$ cat src/rtl/rmu_pkg.sv
package rmu_pkg;
  parameter int unsigned ARCH_REGS = 8;
  parameter int unsigned PHYS_REGS = 64;
endpackage

$ cat src/rtl/rmu_free_list.sv
module rmu_free_list #(
  parameter int unsigned NUM_ARCH = rmu_pkg::ARCH_REGS,
  parameter int unsigned NUM_PHYS = rmu_pkg::PHYS_REGS,
  localparam int unsigned PW = $clog2(NUM_PHYS),
  localparam int unsigned CW = $clog2(NUM_PHYS + 1)
) (
  input  logic          clk_i,
  input  logic          rst_ni,
  input  logic          pop_i,
  input  logic          push_i,
  input  logic [PW-1:0] push_tag_i,
  output logic [PW-1:0] head_tag_o,
  output logic          empty_o
);
  localparam int unsigned INIT_CNT = NUM_PHYS - NUM_ARCH;

  logic [PW-1:0] fifo_q [NUM_PHYS];
  logic [PW-1:0] rd_q, wr_q;
  logic [CW-1:0] cnt_q;

  function automatic logic [PW-1:0] wrap_inc(input logic [PW-1:0] p);
    return (p == PW'(NUM_PHYS - 1)) ? '0 : p + 1'b1;
  endfunction

  always_ff @(posedge clk_i or negedge rst_ni) begin
    if (!rst_ni) begin
      for (int i = 0; i < NUM_PHYS; i++)
        fifo_q[i] <= (i < INIT_CNT) ? PW'(i + NUM_ARCH) : '0;
      rd_q  <= '0;
      wr_q  <= PW'(INIT_CNT);
      cnt_q <= CW'(INIT_CNT);
    end else begin
      if (push_i) begin
        fifo_q[wr_q] <= push_tag_i;
        wr_q         <= wrap_inc(wr_q);
      end
      if (pop_i) rd_q <= wrap_inc(rd_q);
      if (push_i && !pop_i)      cnt_q <= cnt_q + 1'b1;
      else if (pop_i && !push_i) cnt_q <= cnt_q - 1'b1;
    end
  end

  assign head_tag_o = fifo_q[rd_q];
  assign empty_o    = (cnt_q == '0);


  no_underflow_chk: assert property (@(posedge clk_i) disable iff (!rst_ni)
    pop_i |-> cnt_q != '0);

  no_overflow_chk: assert property (@(posedge clk_i) disable iff (!rst_ni)
    (push_i && !pop_i) |-> cnt_q != CW'(NUM_PHYS));
endmodule

$ cat src/rtl/rmu_ready_table.sv
module rmu_ready_table #(
  parameter int unsigned NUM_ARCH = rmu_pkg::ARCH_REGS,
  parameter int unsigned NUM_PHYS = rmu_pkg::PHYS_REGS,
  parameter int unsigned NUM_RD   = 2,
  localparam int unsigned PW = $clog2(NUM_PHYS)
) (
  input  logic          clk_i,
  input  logic          rst_ni,
  input  logic          set_i,
  input  logic [PW-1:0] set_tag_i,
  input  logic          clr_i,
  input  logic [PW-1:0] clr_tag_i,
  input  logic [PW-1:0] rd_tag_i [NUM_RD],
  output logic          rd_rdy_o [NUM_RD]
);
  logic [NUM_PHYS-1:0] vld_q;

  always_ff @(posedge clk_i or negedge rst_ni) begin
    if (!rst_ni) begin
      for (int i = 0; i < NUM_PHYS; i++) vld_q[i] <= (i < NUM_ARCH);
    end else begin
      if (set_i) vld_q[set_tag_i] <= 1'b1;
      if (clr_i) vld_q[clr_tag_i] <= 1'b0;  // allocation wins
    end
  end

  // same-cycle broadcast bypass
  for (genvar g = 0; g < NUM_RD; g++) begin : g_rd
    assign rd_rdy_o[g] = vld_q[rd_tag_i[g]] | (set_i && set_tag_i == rd_tag_i[g]);
  end


  bcast_sets_chk: assert property (@(posedge clk_i) disable iff (!rst_ni)
    (set_i && !(clr_i && clr_tag_i == set_tag_i)) |=> vld_q[$past(set_tag_i)]);

  alloc_clears_chk: assert property (@(posedge clk_i) disable iff (!rst_ni)
    clr_i |=> !vld_q[$past(clr_tag_i)]);
endmodule

$ cat src/rtl/rmu_map_table.sv
module rmu_map_table #(
  parameter int unsigned NUM_ARCH = rmu_pkg::ARCH_REGS,
  parameter int unsigned NUM_PHYS = rmu_pkg::PHYS_REGS,
  parameter int unsigned NUM_RD   = 3,
  localparam int unsigned AW = $clog2(NUM_ARCH),
  localparam int unsigned PW = $clog2(NUM_PHYS)
) (
  input  logic          clk_i,
  input  logic          rst_ni,
  input  logic          we_i,
  input  logic [AW-1:0] wr_idx_i,
  input  logic [PW-1:0] wr_tag_i,
  input  logic [AW-1:0] rd_idx_i [NUM_RD],
  output logic [PW-1:0] rd_tag_o [NUM_RD]
);
  logic [PW-1:0] map_q [NUM_ARCH];

  always_ff @(posedge clk_i or negedge rst_ni) begin
    if (!rst_ni) begin
      for (int i = 0; i < NUM_ARCH; i++) map_q[i] <= PW'(i);
    end else if (we_i) begin
      map_q[wr_idx_i] <= wr_tag_i;
    end
  end

  // reads see the mapping before this cycle's write
  for (genvar g = 0; g < NUM_RD; g++) begin : g_rd
    assign rd_tag_o[g] = map_q[rd_idx_i[g]];
  end


  map_write_chk: assert property (@(posedge clk_i) disable iff (!rst_ni)
    we_i |=> map_q[$past(wr_idx_i)] == $past(wr_tag_i));
endmodule

$ cat src/rtl/rename_map_unit.sv
module rename_map_unit #(
  parameter int unsigned NUM_ARCH = rmu_pkg::ARCH_REGS,
  parameter int unsigned NUM_PHYS = rmu_pkg::PHYS_REGS,
  localparam int unsigned AW = $clog2(NUM_ARCH),
  localparam int unsigned PW = $clog2(NUM_PHYS)
) (
  input  logic          clk_i,
  input  logic          rst_ni,
  input  logic          disp_valid_i,
  input  logic          disp_dst_we_i,
  input  logic [AW-1:0] disp_dst_i,
  input  logic [AW-1:0] disp_src0_i,
  input  logic [AW-1:0] disp_src1_i,
  output logic          disp_stall_o,
  output logic [PW-1:0] src0_tag_o,
  output logic          src0_rdy_o,
  output logic [PW-1:0] src1_tag_o,
  output logic          src1_rdy_o,
  output logic [PW-1:0] dst_tag_o,
  output logic [PW-1:0] dst_prev_tag_o,
  input  logic          bcast_valid_i,
  input  logic [PW-1:0] bcast_tag_i,
  input  logic          rel_valid_i,
  input  logic [PW-1:0] rel_tag_i
);
  logic          fl_empty;
  logic [PW-1:0] fl_head;
  logic          alloc;
  logic [AW-1:0] map_rd_idx [3];
  logic [PW-1:0] map_rd_tag [3];
  logic [PW-1:0] rdy_rd_tag [2];
  logic          rdy_rd     [2];

  assign disp_stall_o = disp_valid_i && disp_dst_we_i && fl_empty;
  assign alloc        = disp_valid_i && disp_dst_we_i && !fl_empty;

  rmu_free_list #(.NUM_ARCH(NUM_ARCH), .NUM_PHYS(NUM_PHYS)) free_list_i (
    .clk_i      (clk_i),
    .rst_ni     (rst_ni),
    .pop_i      (alloc),
    .push_i     (rel_valid_i),
    .push_tag_i (rel_tag_i),
    .head_tag_o (fl_head),
    .empty_o    (fl_empty)
  );

  assign map_rd_idx[0] = disp_src0_i;
  assign map_rd_idx[1] = disp_src1_i;
  assign map_rd_idx[2] = disp_dst_i;

  rmu_map_table #(.NUM_ARCH(NUM_ARCH), .NUM_PHYS(NUM_PHYS), .NUM_RD(3)) map_i (
    .clk_i    (clk_i),
    .rst_ni   (rst_ni),
    .we_i     (alloc),
    .wr_idx_i (disp_dst_i),
    .wr_tag_i (fl_head),
    .rd_idx_i (map_rd_idx),
    .rd_tag_o (map_rd_tag)
  );

  assign rdy_rd_tag[0] = map_rd_tag[0];
  assign rdy_rd_tag[1] = map_rd_tag[1];

  rmu_ready_table #(.NUM_ARCH(NUM_ARCH), .NUM_PHYS(NUM_PHYS), .NUM_RD(2)) ready_i (
    .clk_i     (clk_i),
    .rst_ni    (rst_ni),
    .set_i     (bcast_valid_i),
    .set_tag_i (bcast_tag_i),
    .clr_i     (alloc),
    .clr_tag_i (fl_head),
    .rd_tag_i  (rdy_rd_tag),
    .rd_rdy_o  (rdy_rd)
  );

  assign src0_tag_o     = map_rd_tag[0];
  assign src1_tag_o     = map_rd_tag[1];
  assign src0_rdy_o     = rdy_rd[0];
  assign src1_rdy_o     = rdy_rd[1];
  assign dst_tag_o      = fl_head;
  assign dst_prev_tag_o = map_rd_tag[2];


  waw_distinct_chk: assert property (@(posedge clk_i) disable iff (!rst_ni)
    alloc |-> dst_tag_o != dst_prev_tag_o);

  stall_no_write_chk: assert property (@(posedge clk_i) disable iff (!rst_ni)
    disp_stall_o |=> dst_prev_tag_o == $past(dst_prev_tag_o) || $past(disp_dst_i) != disp_dst_i);
endmodule

$ cat config.mk
export PLATFORM = sky130hd
export DESIGN_NAME = rename_map_unit
export DESIGN_NICKNAME = d
export VERILOG_FILES = /design/src/rtl/rmu_pkg.sv /design/src/rtl/rmu_free_list.sv /design/src/rtl/rmu_ready_table.sv /design/src/rtl/rmu_map_table.sv /design/src/rtl/rename_map_unit.sv
export SDC_FILE = /design/constraint.sdc
export NUM_CORES = 1
export LEC_CHECK = 0
export BUFFER_PORTS_ARGS = -buffer_cell sky130_fd_sc_hd__buf_4
export CORE_ASPECT_RATIO = 1.4
export CORE_UTILIZATION = 45
export CTS_CLUSTER_SIZE = 20
export DETAILED_ROUTE_END_ITERATION = 7
export PLACE_DENSITY = 0.64
export SKIP_LAST_GASP = 1
export SLEW_MARGIN = 20
export SYNTH_ARGS = -nofsm -noshare
export SYNTH_HDL_FRONTEND = slang
export SYNTH_SLANG_ARGS = --single-unit
export TNS_END_PERCENT = 30
$ cat constraint.sdc
create_clock -name clk_i -period 4.4 [get_ports clk_i]
set_input_delay 0.66 -clock clk_i [delete_from_list [all_inputs] [get_ports clk_i]]
set_output_delay 0.66 -clock clk_i [all_outputs]
set_load 0.1 [all_outputs]
After elaboration in Yosys (flattened, before gate mapping) --
Index checks and enable logic that the tools add are counted.
Storage, ports and cells: register bits after elaboration 515, input bits 27, bits in latches 0, bits in read-only memories 0, memory bits (writable) 0, memories kept 0, output and inout bits 27, logic and storage cells 155
Operators by class: mux-type cells 32, bitwise gates (word level) 10, $lt $le $gt $ge 13, multipliers 0, reduce and logical (&&, ||, !) cells 16, divide/modulo/power cells 0, add/sub/neg operators 4, equal/unequal tests 4, shifts and indexed selects 0
Operator list (count):
- $bwmux W384 | 1
- $mux W64 | 2
- $mux W6 | 12
- $and A64 B64 Y64 | 1
- $not A64 Y64 | 1
- $or A64 B64 Y64 | 1
- $bmux W6 S3 | 3
- $bwmux W48 | 1
- $bmux W6 S6 | 1
- $demux W6 S6 | 1
- $lt A6 B7 Y1 const B | 4
- $demux W6 S3 | 1
- $ge A7 B7 Y1 const B | 2
- $mux W7 | 2
- $not A6 Y7 | 2
- $add A6 B1 Y6 const B | 2
- $bmux W1 S6 | 2
- $demux W1 S6 | 2
- $eq A6 B6 Y1 | 2
- $eq A6 B6 Y1 const B | 2
- $ge A4 B4 Y1 const B | 3
- $ge A6 B1 Y1 const B | 2
- $not A3 Y4 | 3
- $logic_and A1 B1 Y1 | 11
- other kinds (9) | 15

Logic depth before layout (Yosys ltp) --
depth in word-level cells 11, mapped depth 13, depth with buffers taken out 13

Hierarchy --
Synthesis repeated with hierarchy kept, for this count alone.
Second synthesis, totals: cell total of the unflattened synthesis 1766, area, all modules 26035.0 µm²
Modules (own cells, without submodules):
- rmu_free_list | sequential area each 10317.4 µm², times used 1, cells an instance 1240, area each 18960.7 µm²
- rmu_ready_table | sequential area each 1611.5 µm², times used 1, cells an instance 350, area each 3975.1 µm²
- rmu_map_table | sequential area each 1216.2 µm², times used 1, cells an instance 174, area each 3083.0 µm²
- rename_map_unit | sequential area each 0.0 µm², times used 1, cells an instance 2, area each 16.3 µm²

Worst setup path after synthesis --
No wires, ideal clock.
path type input -> output, start input disp_src0_i[2], end output src0_rdy_o, slack -0.437 ns, arrival 4.177 ns, required time 3.740 ns, path buffers 1, stages 7, cell sequence clkbuf_1 -> mux4_2 -> mux2i_1 -> inv_1 -> mux4_2 -> or4_1 -> nand4_1
On the way: longest elaborated chain between the ends 7, elaborated cells on any way between the ends 9, classes of those cells eq/ne: 1; mux: 5; bitwise: 2; reduce/logical: 1
Ends and longest elaborated chain:
- start, declared | line rename_map_unit.sv:12 | input logic [AW-1:0] disp_src0_i,
- $not A3 Y4 (implied by the code) (*) | line rmu_map_table.sv:28 | assign rd_tag_o[g] = map_q[rd_idx_i[g]];
- $bmux W6 S3 (*) | line rmu_map_table.sv:28
- $mux W6 (implied by the code) (*) (2 in a row) | line rmu_map_table.sv:28
- net src0_tag_o[4] | line rename_map_unit.sv:15 | output logic [PW-1:0] src0_tag_o,
- $bmux W1 S6 or $eq A6 B6 Y1 (tied branches) | line rmu_ready_table.sv:29 | assign rd_rdy_o[g] = vld_q[rd_tag_i[g]] | (set_i && set_tag_i == rd_tag_i[g]);
- $mux W1 (implied by the code) or $logic_and A1 B1 Y1 (tied branches) | line rmu_ready_table.sv:29
- $or A1 B1 Y1 (*) | line rmu_ready_table.sv:29
- end, declared | line rename_map_unit.sv:16 | output logic src0_rdy_o,
The timed path passes the listed nets; every way through them passes the cells marked *. The select of a mux whose other input is x is not followed.

Worst setup path in the final report --
start register free_list_i.rd_q[0], end output dst_tag_o[5]
On the way: longest elaborated chain between the ends 4
Ends and longest elaborated chain:
- start, declared | line rmu_free_list.sv:18 | logic [PW-1:0] rd_q, wr_q;
- start signal, assigned | line rmu_free_list.sv:37 | if (pop_i) rd_q <= wrap_inc(rd_q);
- $not A6 Y7 (implied by the code) | line rmu_free_list.sv:43 | assign head_tag_o = fifo_q[rd_q];
- $bmux W6 S6 | line rmu_free_list.sv:43
- $mux W6 (implied by the code) (2 in a row) | line rmu_free_list.sv:43
- end, declared | line rename_map_unit.sv:19 | output logic [PW-1:0] dst_tag_o,
Every way passes these cells. The select of a mux whose other input is x is not followed.

==> out/metrics.csv <==
metric,value,unit
relative slew slack,25.7,%
fin crit period,4.20,ns
largest net degree at the start of global routing,133,
status,finished clean,
WP data required,3.74,ns
GRT overflow,0,
"Avg Cell Area, Syn",13.9,sq um
final setup skew,0.0263,ns
Tot Pwr,21700,uW
Critical Path Sink Type,output pin,
"commonest non-fill, non-tap cells in the layout","435 x mux2_2, 306 x dfrtp_1, 206 x dfstp_2, 154 x mux4_2, 138 x a21oi_1",
post-synthesis cell type count,58,
final WL,67800,um
num ports,54,
Least-Margin Pin Slew,1.11,ns
FF-to-FF path depth,10,
Fin Setup TNS,0,ns
Nets,1946,
clk buf depth,3,
Worst R2R Start,free_list_i.rd_q[0]$_DFFE_PN0P_,
die footprint,58400,sq um
Initial Util,45.7,%
H-tree depth,2,
row cnt,103,
Antenna Nets Post-Route,0,
TritonCTS buffer count,51,
vias after detailed routing,16100,
synth top area cells,"dfrtp_1 30%, dfstp_2 21%, mux2_2 19%",
Reg area,13200,sq um
share of the synthesized area in the top cell type,29.9,%
Yosys Warn Count,0,
CTS tree,yes,
"Endpoint, Worst Hold",free_list_i.wr_q[0]$_DFFE_PN0P_,
first-pass GRT wire length,105000,um
hold depth,2,
Synth Instances,1854,
Syn-to-layout area delta,13.1,%
CP Launch Type,flip-flop,
Reg-to-Reg End,ready_i.vld_q[50]$_DFF_PN0_,
Die H,286,um
Post-synth EDFFs,0,
Core Region,56600,sq um
final core occ,51.7,%
sequential area share after synthesis,50.9,%
slowest CP cell,mux4_2,
synthesized area,25800,sq um
Pre-Repair DR Iteration Count,5,
port bufs,53,
Achievable Freq,238,MHz
Overall Global Routing Usage,23.9,%
CP bufs+invs,3,
pwr/cell area,741,nW/um^2
Tcrit/Tclk final,95.5,%
worst reg2reg setup slack,0.74,ns
synthesis-stage register bit count,515,
Post-CTS Resized,0,
routability congestion estimate,0.985,
"most common cell after layout, fill and taps aside",mux2_2,
"CTS clk-pin slew, worst paths",0.06,ns
Root Driver,clkbuf_16,
initial antenna violation count,0,
Crit path max-delay family,multiplexers,
unrepaired setup endpoints after global routing,no,
dpl hpwl,47400,um
Fill cells,4764,
layout cell share with drive strength beyond 1,52.8,%
Worst IR Drop VDD,0.430,mV
DRT iter0 DRCs,1022,
via-per-instance ratio,5.98,
"Hold Vio Cnt, Final",0,
post-DR wirelength/cell,25.2,um
HP Start,rel_valid_i,
Leakage,0.0127,uW
worst-path maximum fanout,19,
"FFs w/ async S/R, synth",100,%
Synth Flop Type,dfrtp_1,
critical path class,reg2out,
# setup viols final,0,
Num Clock Sinks,515,
cell taking the most area after synthesis,dfrtp_1,
Syn Nets,1890,
Hold WC Path Type,in2reg,
drc violations,0,
vias in the first global route,17300,
area of the multi-input gates,12100,sq um
Worst Path Arrival,3.54,ns
Die X,205,um
number of diodes,0,
max-slew violation count,0,
CP peak stage delay,0.57,ns
number of max-cap violations,0,
"Cell Chain, Critical Path",buf_12 > buf_4 > mux4_2 > mux4_2 > a22oi_1 > nand2_1 > buf_4,
Skew-Pair Late Insertion Delay,0.61,ns
[worst max path at each step]
stage	from	slack (ns)	to	cells past startpoint
2_1_floorplan	disp_src1_i[0]	-0.03	src1_rdy_o	9
3_3_place_gp	disp_src0_i[0]	0.31	src0_rdy_o	11
3_5_place_dp	disp_src0_i[0]	0.30	src0_rdy_o	11
4_1_cts	free_list_i.rd_q[0]$_DFFE_PN0P_	0.009	dst_tag_o[2]	9
5_1_grt	free_list_i.rd_q[0]$_DFFE_PN0P_	0.02	dst_tag_o[5]	7
6_report	free_list_i.rd_q[0]$_DFFE_PN0P_	0.20	dst_tag_o[5]	7
[power breakdown]
group	total (uW)	switching, uW	internal, uW
clock network	4760	1870	2880
logic	9140	5340	3800
registers	7780	1140	6630
[cell families (layout without fill, tap and decap cells)]
| group | count (synthesis) | count (layout) | share of synthesized area (%) |
|---|---|---|---|
| compound gates | 200 | 200 | 4.30 |
| xor+xnor | 23 | 23 | 0.780 |
| fa+ha+maj | 9 | 9 | 0.465 |
| buf+inv | 138 | 237 | 2.39 |
| flops | 515 | 515 | 50.9 |
| mux | 678 | 678 | 35.8 |
| simple gates | 291 | 291 | 5.35 |
[sequential cells by signal, summed over array words and instances (netlist names)]
| name | count |
|---|---|
| ready_i.vld_q | 64 |
| free_list_i.rd_q | 6 |
| map_i.map_q | 48 |
| free_list_i.wr_q | 6 |
| free_list_i.fifo_q | 384 |
| free_list_i.cnt_q | 7 |
[repair_timing]
item	CTS	global route
buffers inserted	0	5
endpoints found under the setup margin	0	2
endpoints found under the hold margin	0	16
hold buffers	0	1
[cells in the mapped netlist (9+ instances only)]
library cell  instances
clkbuf_1             68
o21ai_0              19
nor2b_1              12
nand3_1              32
a21oi_1             138
nand2_1              96
mux4_2              154
inv_1                16
nor2_1               76
mux2i_1              88
nor3_1                9
xnor2_1              15
buf_2                23
a22oi_1              20
and2_1               18
dfstp_2             206
dfrtp_1             309
mux2_2              435
buf_1                16
[routing by layer]
layer / up-vias / part of all wire, % / global-route usage, %
met2: 415 / 54 / 42.8
met3: 162 / 4.0 / 3.34
met4: 0 / 4.4 / 10.5
met5: - / 0 / 0
li1: 7001 / - / -
met1: 8489 / 38 / 28.4
[stage by stage]
stage | std cells | hold slack (ns) | worst slack, ns | instance area [sq um]
2_1_floorplan | 1854 | 0.364 | -0.0326 | 25900
3_3_place_gp | 2586 | 0.463 | 0.311 | 27300
3_5_place_dp | 2586 | 0.473 | 0.297 | 27300
4_1_cts | 2682 | 0.224 | 0.00895 | 29200
5_1_grt | 2688 | 0.407 | 0.0158 | 29200
6_report | 2688 | 0.419 | 0.198 | 29200
[cell type report]
| cell class | instances | share of cell area (%) |
|---|---|---|
| Inverter | 19 | 0.270 |
| Tap cell | 735 | 3.15 |
| Timing Repair Buffer | 122 | 3.75 |
| Clock inverter | 20 | 1.11 |
| Multi-Input combinational cell | 1201 | 41.5 |
| Clock buffer | 76 | 5.24 |
| Sequential cell | 515 | 45.0 |
Note: power is estimated with default switching activity, not from simulation.
